[config.mk]
export PLATFORM = sky130hd
export DESIGN_NAME = avsw_i2c_ctrl
export DESIGN_NICKNAME = d
export VERILOG_FILES = /design/src/rtl/avsw_pkg.sv /design/src/rtl/avsw_sync.sv /design/src/rtl/avsw_bus_events.sv /design/src/rtl/avsw_status_enc.sv /design/src/rtl/avsw_i2c_ctrl.sv
export SDC_FILE = /design/constraint.sdc
export NUM_CORES = 1
export LEC_CHECK = 0
export BUFFER_PORTS_ARGS = -buffer_cell sky130_fd_sc_hd__buf_2
export CAP_MARGIN = 20
export CORE_ASPECT_RATIO = 1.25
export CORE_MARGIN = 2
export CORE_UTILIZATION = 40
export DETAILED_ROUTE_END_ITERATION = 16
export SLEW_MARGIN = 20
export SYNTH_ARGS = -nofsm -noshare
export SYNTH_HDL_FRONTEND = slang
export SYNTH_HIERARCHICAL = 1
export SYNTH_SLANG_ARGS = --single-unit
export TNS_END_PERCENT = 10
[constraint.sdc]
create_clock -name clk -period 2.28 [get_ports clk]
set_clock_uncertainty 0.2 [all_clocks]
set_input_delay 0.684 -clock clk [delete_from_list [all_inputs] [get_ports clk]]
set_output_delay 0.684 -clock clk [all_outputs]
set_load 0.01 [all_outputs]
[src/rtl/avsw_pkg.sv]
package avsw_pkg;
  localparam int BYTE_W     = 8;
  localparam int CTRL_BYTES = 2;
  localparam int N_SENSE    = 2;
  localparam int IDX_W      = $clog2(CTRL_BYTES + 1);
  localparam int CNT_W      = $clog2(BYTE_W + 1);
  localparam logic [5:0] DEV_ADDR_HI = 6'b100100;

  typedef enum logic [2:0] {
    ST_IDLE,
    ST_ADDR,
    ST_AACK,
    ST_WR,
    ST_WACK,
    ST_RD,
    ST_RACK,
    ST_RLOAD
  } bus_state_t;
endpackage

[src/rtl/avsw_sync.sv]
module avsw_sync #(
  parameter int             W       = 1,
  parameter int             STAGES  = 2,
  parameter logic [W-1:0]   RST_VAL = '0
) (
  input  logic         clk,
  input  logic         rst,
  input  logic [W-1:0] d,
  output logic [W-1:0] q
);
  logic [W-1:0] stg [STAGES];

  always_ff @(posedge clk) begin
    if (rst) stg[0] <= RST_VAL;
    else     stg[0] <= d;
  end

  for (genvar s = 1; s < STAGES; s++) begin : g_stage
    always_ff @(posedge clk) begin
      if (rst) stg[s] <= RST_VAL;
      else     stg[s] <= stg[s-1];
    end
  end

  assign q = stg[STAGES-1];
endmodule

[src/rtl/avsw_bus_events.sv]
module avsw_bus_events (
  input  logic clk,
  input  logic rst,
  input  logic scl_s,
  input  logic sda_s,
  output logic scl_rise,
  output logic scl_fall,
  output logic start_det,
  output logic stop_det
);
  logic scl_d, sda_d;

  always_ff @(posedge clk) begin
    if (rst) begin
      scl_d <= 1'b1;
      sda_d <= 1'b1;
    end else begin
      scl_d <= scl_s;
      sda_d <= sda_s;
    end
  end

  assign scl_rise  = scl_s & ~scl_d;
  assign scl_fall  = ~scl_s & scl_d;
  assign start_det = scl_s & scl_d & sda_d & ~sda_s;
  assign stop_det  = scl_s & scl_d & ~sda_d & sda_s;
endmodule

[src/rtl/avsw_status_enc.sv]
module avsw_status_enc
  import avsw_pkg::*;
#(
  parameter int NS = N_SENSE
) (
  input  logic            por_flag,
  input  logic [2*NS-1:0] cmp,
  output logic [7:0]      stat
);
  localparam int PAD = 7 - 2*NS;

  logic [2*NS-1:0] fld;

  for (genvar k = 0; k < NS; k++) begin : g_sense
    // field pair for sense k: {open, grounded}, sense 0 in the upper pair
    assign fld[2*(NS-1-k)+1] = cmp[2*k+1];
    assign fld[2*(NS-1-k)]   = ~cmp[2*k] & ~cmp[2*k+1];
  end

  assign stat = {por_flag, fld, {PAD{1'b0}}};
endmodule

[src/rtl/avsw_i2c_ctrl.sv]
module avsw_i2c_ctrl
  import avsw_pkg::*;
#(
  parameter int SYNC_STAGES = 2
) (
  input  logic       clk,
  input  logic       rst,
  input  logic       scl_i,
  input  logic       sda_i,
  output logic       sda_oe,
  input  logic       adr_sel,
  input  logic [1:0] sense1_cmp,
  input  logic [1:0] sense2_cmp,
  output logic [7:0] ctrl_out1,
  output logic [7:0] ctrl_out2
);
  localparam int SIDE_W = 1 + 2*N_SENSE;

  logic             scl_s, sda_s;
  logic [SIDE_W-1:0] side_s;
  logic             scl_rise, scl_fall, start_det, stop_det;
  logic [7:0]       status_byte;
  logic             por_flag;

  bus_state_t       state;
  logic [CNT_W-1:0] cnt;
  logic [7:0]       shreg;
  logic             rw;
  logic [IDX_W-1:0] byte_idx;
  logic             commit;
  logic [7:0]       ctrl_q [CTRL_BYTES];

  avsw_sync #(.W(2), .STAGES(SYNC_STAGES), .RST_VAL(2'b11)) u_line_sync (
    .clk (clk), .rst (rst), .d ({scl_i, sda_i}), .q ({scl_s, sda_s})
  );

  avsw_sync #(.W(SIDE_W), .STAGES(SYNC_STAGES), .RST_VAL('0)) u_side_sync (
    .clk (clk), .rst (rst), .d ({adr_sel, sense2_cmp, sense1_cmp}), .q (side_s)
  );

  avsw_bus_events u_events (
    .clk (clk), .rst (rst), .scl_s (scl_s), .sda_s (sda_s),
    .scl_rise (scl_rise), .scl_fall (scl_fall),
    .start_det (start_det), .stop_det (stop_det)
  );

  avsw_status_enc #(.NS(N_SENSE)) u_status (
    .por_flag (por_flag), .cmp (side_s[2*N_SENSE-1:0]), .stat (status_byte)
  );

  assign commit = (state == ST_WR) && scl_fall && (cnt == CNT_W'(BYTE_W))
                  && !start_det && !stop_det;

  always_ff @(posedge clk) begin
    if (rst) begin
      state    <= ST_IDLE;
      cnt      <= '0;
      shreg    <= '0;
      rw       <= 1'b0;
      byte_idx <= '0;
      sda_oe   <= 1'b0;
      por_flag <= 1'b1;
    end else if (stop_det) begin
      state  <= ST_IDLE;
      sda_oe <= 1'b0;
    end else if (start_det) begin
      state  <= ST_ADDR;
      cnt    <= '0;
      sda_oe <= 1'b0;
    end else begin
      case (state)
        ST_ADDR: begin
          if (scl_rise) begin
            shreg <= {shreg[6:0], sda_s};
            cnt   <= cnt + 1'b1;
          end else if (scl_fall && cnt == CNT_W'(BYTE_W)) begin
            if (shreg[7:1] == {DEV_ADDR_HI, side_s[SIDE_W-1]}) begin
              rw     <= shreg[0];
              sda_oe <= 1'b1;
              state  <= ST_AACK;
            end else begin
              state <= ST_IDLE;
            end
          end
        end
        ST_AACK: begin
          if (scl_fall) begin
            if (rw) begin
              shreg    <= status_byte;
              sda_oe   <= ~status_byte[7];
              cnt      <= CNT_W'(1);
              por_flag <= 1'b0;
              state    <= ST_RD;
            end else begin
              sda_oe   <= 1'b0;
              cnt      <= '0;
              byte_idx <= '0;
              state    <= ST_WR;
            end
          end
        end
        ST_WR: begin
          if (scl_rise) begin
            shreg <= {shreg[6:0], sda_s};
            cnt   <= cnt + 1'b1;
          end else if (commit) begin
            if (byte_idx != IDX_W'(CTRL_BYTES)) byte_idx <= byte_idx + 1'b1;
            sda_oe <= 1'b1;
            state  <= ST_WACK;
          end
        end
        ST_WACK: begin
          if (scl_fall) begin
            sda_oe <= 1'b0;
            cnt    <= '0;
            state  <= ST_WR;
          end
        end
        ST_RD: begin
          if (scl_fall) begin
            if (cnt != CNT_W'(BYTE_W)) begin
              shreg  <= {shreg[6:0], 1'b0};
              sda_oe <= ~shreg[6];
              cnt    <= cnt + 1'b1;
            end else begin
              sda_oe <= 1'b0;
              state  <= ST_RACK;
            end
          end
        end
        ST_RACK: begin
          if (scl_rise) state <= sda_s ? ST_IDLE : ST_RLOAD;
        end
        ST_RLOAD: begin
          if (scl_fall) begin
            shreg  <= status_byte;
            sda_oe <= ~status_byte[7];
            cnt    <= CNT_W'(1);
            state  <= ST_RD;
          end
        end
        default: ;
      endcase
    end
  end

  for (genvar g = 0; g < CTRL_BYTES; g++) begin : g_ctrl
    always_ff @(posedge clk) begin
      if (rst)                                   ctrl_q[g] <= '0;
      else if (commit && byte_idx == IDX_W'(g))  ctrl_q[g] <= shreg;
    end
  end

  assign ctrl_out1 = ctrl_q[0];
  assign ctrl_out2 = ctrl_q[1];
endmodule

# Word level (Yosys, flattened, before mapping)
# Memory sizes are Yosys's and may differ from the RTL's.
# Index checks and enable logic that the tools add are counted.
[totals] reg_bits=22 latch_bits=0 ramBits=30 rom_bits=0 out_inout_bits=17 word_cells=174 memories=3
[op_classes] n_addsub=2 mul=0 n_div=0 order_cmp=0 n_eq_ne=40 shifts=0 n_mux=64 bitwise=28 reduce_logical=27
[memory_table] name="ctrl_q" depth=2 width=8 read_ports=2 rd_ports_with_merged_regs=0 wr=2 line="avsw_i2c_ctrl.sv:31" text="logic [7:0] ctrl_q [CTRL_BYTES];"
[memory_table] name="u_side_sync.stg" depth=2 width=5 read_ports=2 rd_ports_with_merged_regs=0 wr=2 line="avsw_sync.sv:11" text="logic [W-1:0] stg [STAGES];"
[memory_table] name="u_line_sync.stg" depth=2 width=2 read_ports=2 rd_ports_with_merged_regs=0 wr=2 line="avsw_sync.sv:11"
[ops] cell="8-bit two-way mux" count=8
[ops] cell="3-bit two-way mux" count=12
[ops] cell="3-bit != test (second input constant)" count=11
[ops] cell="8-bit case mux with 4 select lines" count=1
[ops] cell="2-bit != test (second input constant)" count=15
[ops] cell="4-bit two-way mux" count=7
[ops] cell="1-bit two-way mux" count=22
[ops] cell="11-bit AND reduction" count=2
[ops] cell="3-bit case mux with 7 select lines" count=1
[ops] cell="4-bit case mux with 5 select lines" count=1
[ops] cell="2-bit two-way mux" count=8
[ops] cell="8-bit AND reduction" count=2
[ops] cell="1-bit inverter" count=13
[ops] cell="3-bit == test (second input constant)" count=4
[ops] cell="6-bit nonzero test" count=2
[ops] cell="5-bit two-way mux" count=2
[ops] cell="10-bit AND reduction" count=1
[ops] cell="1-bit bitwise AND" count=9
[ops] cell="9-bit AND reduction" count=1
[ops] cell="8-bit nonzero test" count=1
[ops] cell="7-bit == test" count=1
[ops] cell="1-bit logical AND" count=7
[ops] cell="7-bit nonzero test" count=1
[ops] cell="3-bit by 2-bit == test with 1-bit output (second input constant)" count=2
[ops] cell="other kinds (19)" count=27

# Longest topological paths before layout
# An unclocked memory read counts as a cell.
[logic_depth] word_depth=12 depth_mapped=7 mapped_depth_nobuf=7

# Hierarchy
# Netlist, hierarchy kept.
[modules_own_cells] module="avsw_i2c_ctrl" n_inst=1 cells_per_inst=206 area_each_um2=2011.9 seq_area_each_um2=880.8
[modules_own_cells] module="avsw_sync at u_side_sync" n_inst=1 cells_per_inst=20 area_each_um2=262.8 seq_area_each_um2=200.2
[modules_own_cells] module="avsw_sync at u_line_sync" n_inst=1 cells_per_inst=8 area_each_um2=105.1 seq_area_each_um2=80.1
[modules_own_cells] module="avsw_bus_events" n_inst=1 cells_per_inst=8 area_each_um2=85.1 seq_area_each_um2=40.0
[modules_own_cells] module="avsw_status_enc" n_inst=1 cells_per_inst=9 area_each_um2=56.3 seq_area_each_um2=0.0

# Least setup slack after synthesis
# Ideal clock, no wire load.
[synth_timing] kind="register to register" startpoint="memory u_line_sync.stg[4][0], in the netlist u_line_sync/stg[1][0]" endpoint="register state[1]" arrival_time_ns=1.905 slack_ns=0.057 stages_incl_launch_ff=8 path_buffers=1 cell_sequence="dfxtp_1 and4b_1 buf_2 o21a_1 o41a_1 nor4_4 o21ai_1 a32o_1"
[synth_rtl] element="start, declared" line="avsw_sync.sv:11"
[synth_rtl] element="end signal, assigned" line="avsw_i2c_ctrl.sv:132" text="if (scl_rise) state <= sda_s ? ST_IDLE : ST_RLOAD;"
[synth_rtl] element="end, declared" line="avsw_i2c_ctrl.sv:25" text="bus_state_t state;"

==> metrics.cfg <==
[synthesis]
muxShareOfSynthArea_pct = 7.990
netlist_instances = 251
synthAdderAreaFrac_pct = 2.481
syn-cell-area_um2 = 2521
ys.warnings.count = 6
synth_top_family_by_area = simple AND/OR/NAND/NOR gates
ys_types = 59
synthFlopType = dfxtp_1
synthArstFlopShare_pct = 0
synth-seq-area-share_pct = 47.64
synth_xor_area_share_pct = 0.3474
synth-compound-area-share_pct = 11.12
synth_simple_gate_area_share_pct = 25.46
avgSynthCellArea_um2 = 10.04
synth_edf_count = 16
synth_seq_cells = 52

[routing]
drt-total-wl_um = 4857
ant_nets = 0
avgRoutedWirePerCell_um = 12.71
vias = 1851
first_pass_iters = 4
drt_iter0_drc = 51
vias_per_cell = 4.846
drc_errors = 0

[worst_setup_path]
critPathKind = reg2reg
crit_path_start_kind = register
cpPeakStageDelay_ns = 0.38
worst-path-max-fanout = 6
worstPathCellList = and4b_1 -> o21a_1 -> o41a_1 -> nor4_4 -> buf_4 -> o211ai_1 -> nor3b_1
critPathCaptureType = register
critPathArrivalTime_ns = 2.14
cp.required_ns = 2.28
slowest_stage = dfxtp_4
worstRegToRegCells = 7

[clock_tree]
clockBufferDepth = 2
cts_tree = yes
clock-sinks = 52
post_cts_buffers = 0
clock_latency_ns = 0.30
cts_made_buffers = 5
cts-hold-fix-buffers = 0
cts-htree-levels = 2
clk_pin_slew_ns = 0.09
cts_root_buf = clkbuf_8

[grt]
grt_pass1_vias = 1696
grt_usage_pct = 14.63
grt_max_degree = 18
grt_pass1_wl_um = 7803
grt-ovfl-total = 0
antenna_found_initial = 0

[final_layout]
fill_cells = 575
nets = 310
syn_to_final_growth_pct = 18.96
regArea_um2 = 1206
layout_common_cells = dfxtp_1 (34), buf_4 (27), buf_2 (25), nand2_1 (19), nor2_1 (18)
multi_input_area_um2 = 1217
final_layout_size_suffix_gt1_share_pct = 26.94
num_antenna_cells = 0
final_common_cell = dfxtp_1
utilization_pct = 48.96

[outcome]
status = completed

[pwr]
leakage_nw = 1.196
ir_worst_vdd_v = 0.0003873
combPwrFrac_pct = 7.0
p_int_mw = 1.320
switchingPower_uw = 371.1
power-per-cell-area_nw_per_um2 = 563.8
pwr-share-seq_pct = 58.0
swShare_pct = 21.94
clockPowerShare_pct = 35.0

[die]
start_util_pct = 41.16
chipWidth_um = 75.01
dieArea_um2 = 6958
ioPinCount = 26
core_region_area_um2 = 6126
fp.dieH_um = 92.76
row_count = 32

[placement]
io_buffers = 25
place.gp.congestion = 0.8504
dpl.hpwl_um = 3644

[timing]
finalCriticalPeriod_ns = 2.141
hold_viol = 0
maxSlewViolCount = 0
period_share_pct = 93.92
finalSetupViolCount = 0
grt_setup_unrepaired = false
clock.fmax_mhz = 467.0
tns_ns = 0

[min_path]
hp-class = reg2reg
hold_depth = 1

[flow_run]
maxCapViolCount = 0

[flip-flops by register name, indices dropped and copies added (netlist names)]
| register | flops |
|---|---|
| byte_idx | 2 |
| cnt | 4 |
| ctrl_q | 16 |
| por_flag | 1 |
| rw | 1 |
| sda_oe | 1 |
| shreg | 8 |
| state | 3 |
| u_events/scl_d | 1 |
| u_events/sda_d | 1 |
| u_line_sync/stg | 4 |
| u_side_sync/stg | 10 |
[critical path: cells and delay by family, from the launching register on]
family | cells | cell delay (ns)
buf+inv | 1 | 0.17
simple gates | 3 | 0.64
compound gates | 3 | 0.64
flops | 1 | 0.38
[power by group through the flow]
| stage | clock [mW] | combinational, mW | sequential [mW] |
|---|---|---|---|
| final | 0.592 | 0.118 | 0.981 |
| after global routing | 0.649 | 0.131 | 0.985 |
| after CTS | 0.621 | 0.119 | 0.982 |
| after detailed placement | 0 | 0.118 | 1.00 |
| after global placement | 0 | 0.117 | 1.00 |
| after floorplan | 0 | 0.0688 | 1.01 |
[layer usage]
| metal | share of wire [%] | GRT usage (%) | vias up | wire length (µm) |
|---|---|---|---|---|
| li1 | - | - | 969 | - |
| met1 | 46 | 17.83 | 848 | 2224 |
| met2 | 50 | 25.22 | 32 | 2438 |
| met3 | 3.4 | 2.938 | 2 | 164 |
| met4 | 0.62 | 4.613 | 0 | 30 |
| met5 | 0 | 0 | - | 0 |
[cell type report]
class / count / area share, %
Clock buffer: 7 / 3.296
Multi-Input combinational cell: 176 / 40.59
Timing Repair Buffer: 52 / 10.93
Inverter: 9 / 1.126
Tap cell: 85 / 3.546
Sequential cell: 52 / 40.22
Clock inverter: 1 / 0.2920
[through the flow]
stage / setup WS [ns] / instance area [µm²] / cells / total power [mW] / hold WS, ns
after CTS: 0.03329 / 2989 / 382 / 1.722 / 0.2172
after global routing: 0.005779 / 2999 / 382 / 1.765 / 0.2348
final: 0.1385 / 2999 / 382 / 1.691 / 0.2202
after floorplan: 0.05739 / 2529 / 253 / 1.077 / 0.1832
after global placement: 0.07639 / 2875 / 374 / 1.120 / 0.1875
after detailed placement: 0.02752 / 2875 / 374 / 1.122 / 0.1938
[cells by family (layout without fill, tap and decap cells)]
| logic type | count (synthesis) | in the layout |
|---|---|---|
| buf+inv | 25 | 69 |
| mux | 19 | 19 |
| xor+xnor | 1 | 1 |
| compound gates | 38 | 38 |
| other cells | 1 | 3 |
| simple gates | 110 | 110 |
| fa+ha+maj | 5 | 5 |
| flops | 52 | 52 |
[path summary, 6_finish.rpt]
kind / to / slack, ns / startpoint
max: state[0]$_SDFFE_PP0P_ / 0.14 / u_line_sync/stg[1][0]$_SDFF_PP1_
min: u_line_sync/stg[1][1]$_SDFF_PP1_ / 0.22 / u_line_sync/stg[0][1]$_SDFF_PP1_
max reg2reg: state[0]$_SDFFE_PP0P_ / 0.14 / u_line_sync/stg[1][0]$_SDFF_PP1_
min reg2reg: u_line_sync/stg[1][1]$_SDFF_PP1_ / 0.22 / u_line_sync/stg[0][1]$_SDFF_PP1_
[repair_timing]
action | in CTS | in global routing
gates resized for setup | 1 | 5
pin swaps | 0 | 1
setup endpoints to repair | 2 | 6
[cell usage after synthesis (all sizes together), types with 2 or more instances]
master	n	area [µm²]
mux2i	10	100.1
buf	10	65.06
nor2	18	67.56
o221ai	2	23.77
a21oi	9	48.80
a21boi	2	15.02
and3	2	12.51
o21ai	6	30.02
inv	9	33.78
or2	7	43.80
nand2	19	71.32
nor2b	18	112.6
and2	14	87.58
and4b	2	20.02
clkbuf	6	22.52
or4	3	22.52
nand3	2	10.01
ha	5	62.56
edfxtp	16	480.5
o211ai	2	20.02
nor4	4	40.04
o21bai	2	15.01
nand3b	4	30.03
nor4b	2	17.52
mux2	9	101.4
a32o	2	20.02
dfxtp	36	720.7
a31oi	2	12.51
nor3	5	25.02
nor3b	3	22.52
No activity file was read; power rests on OpenSTA's default activity.
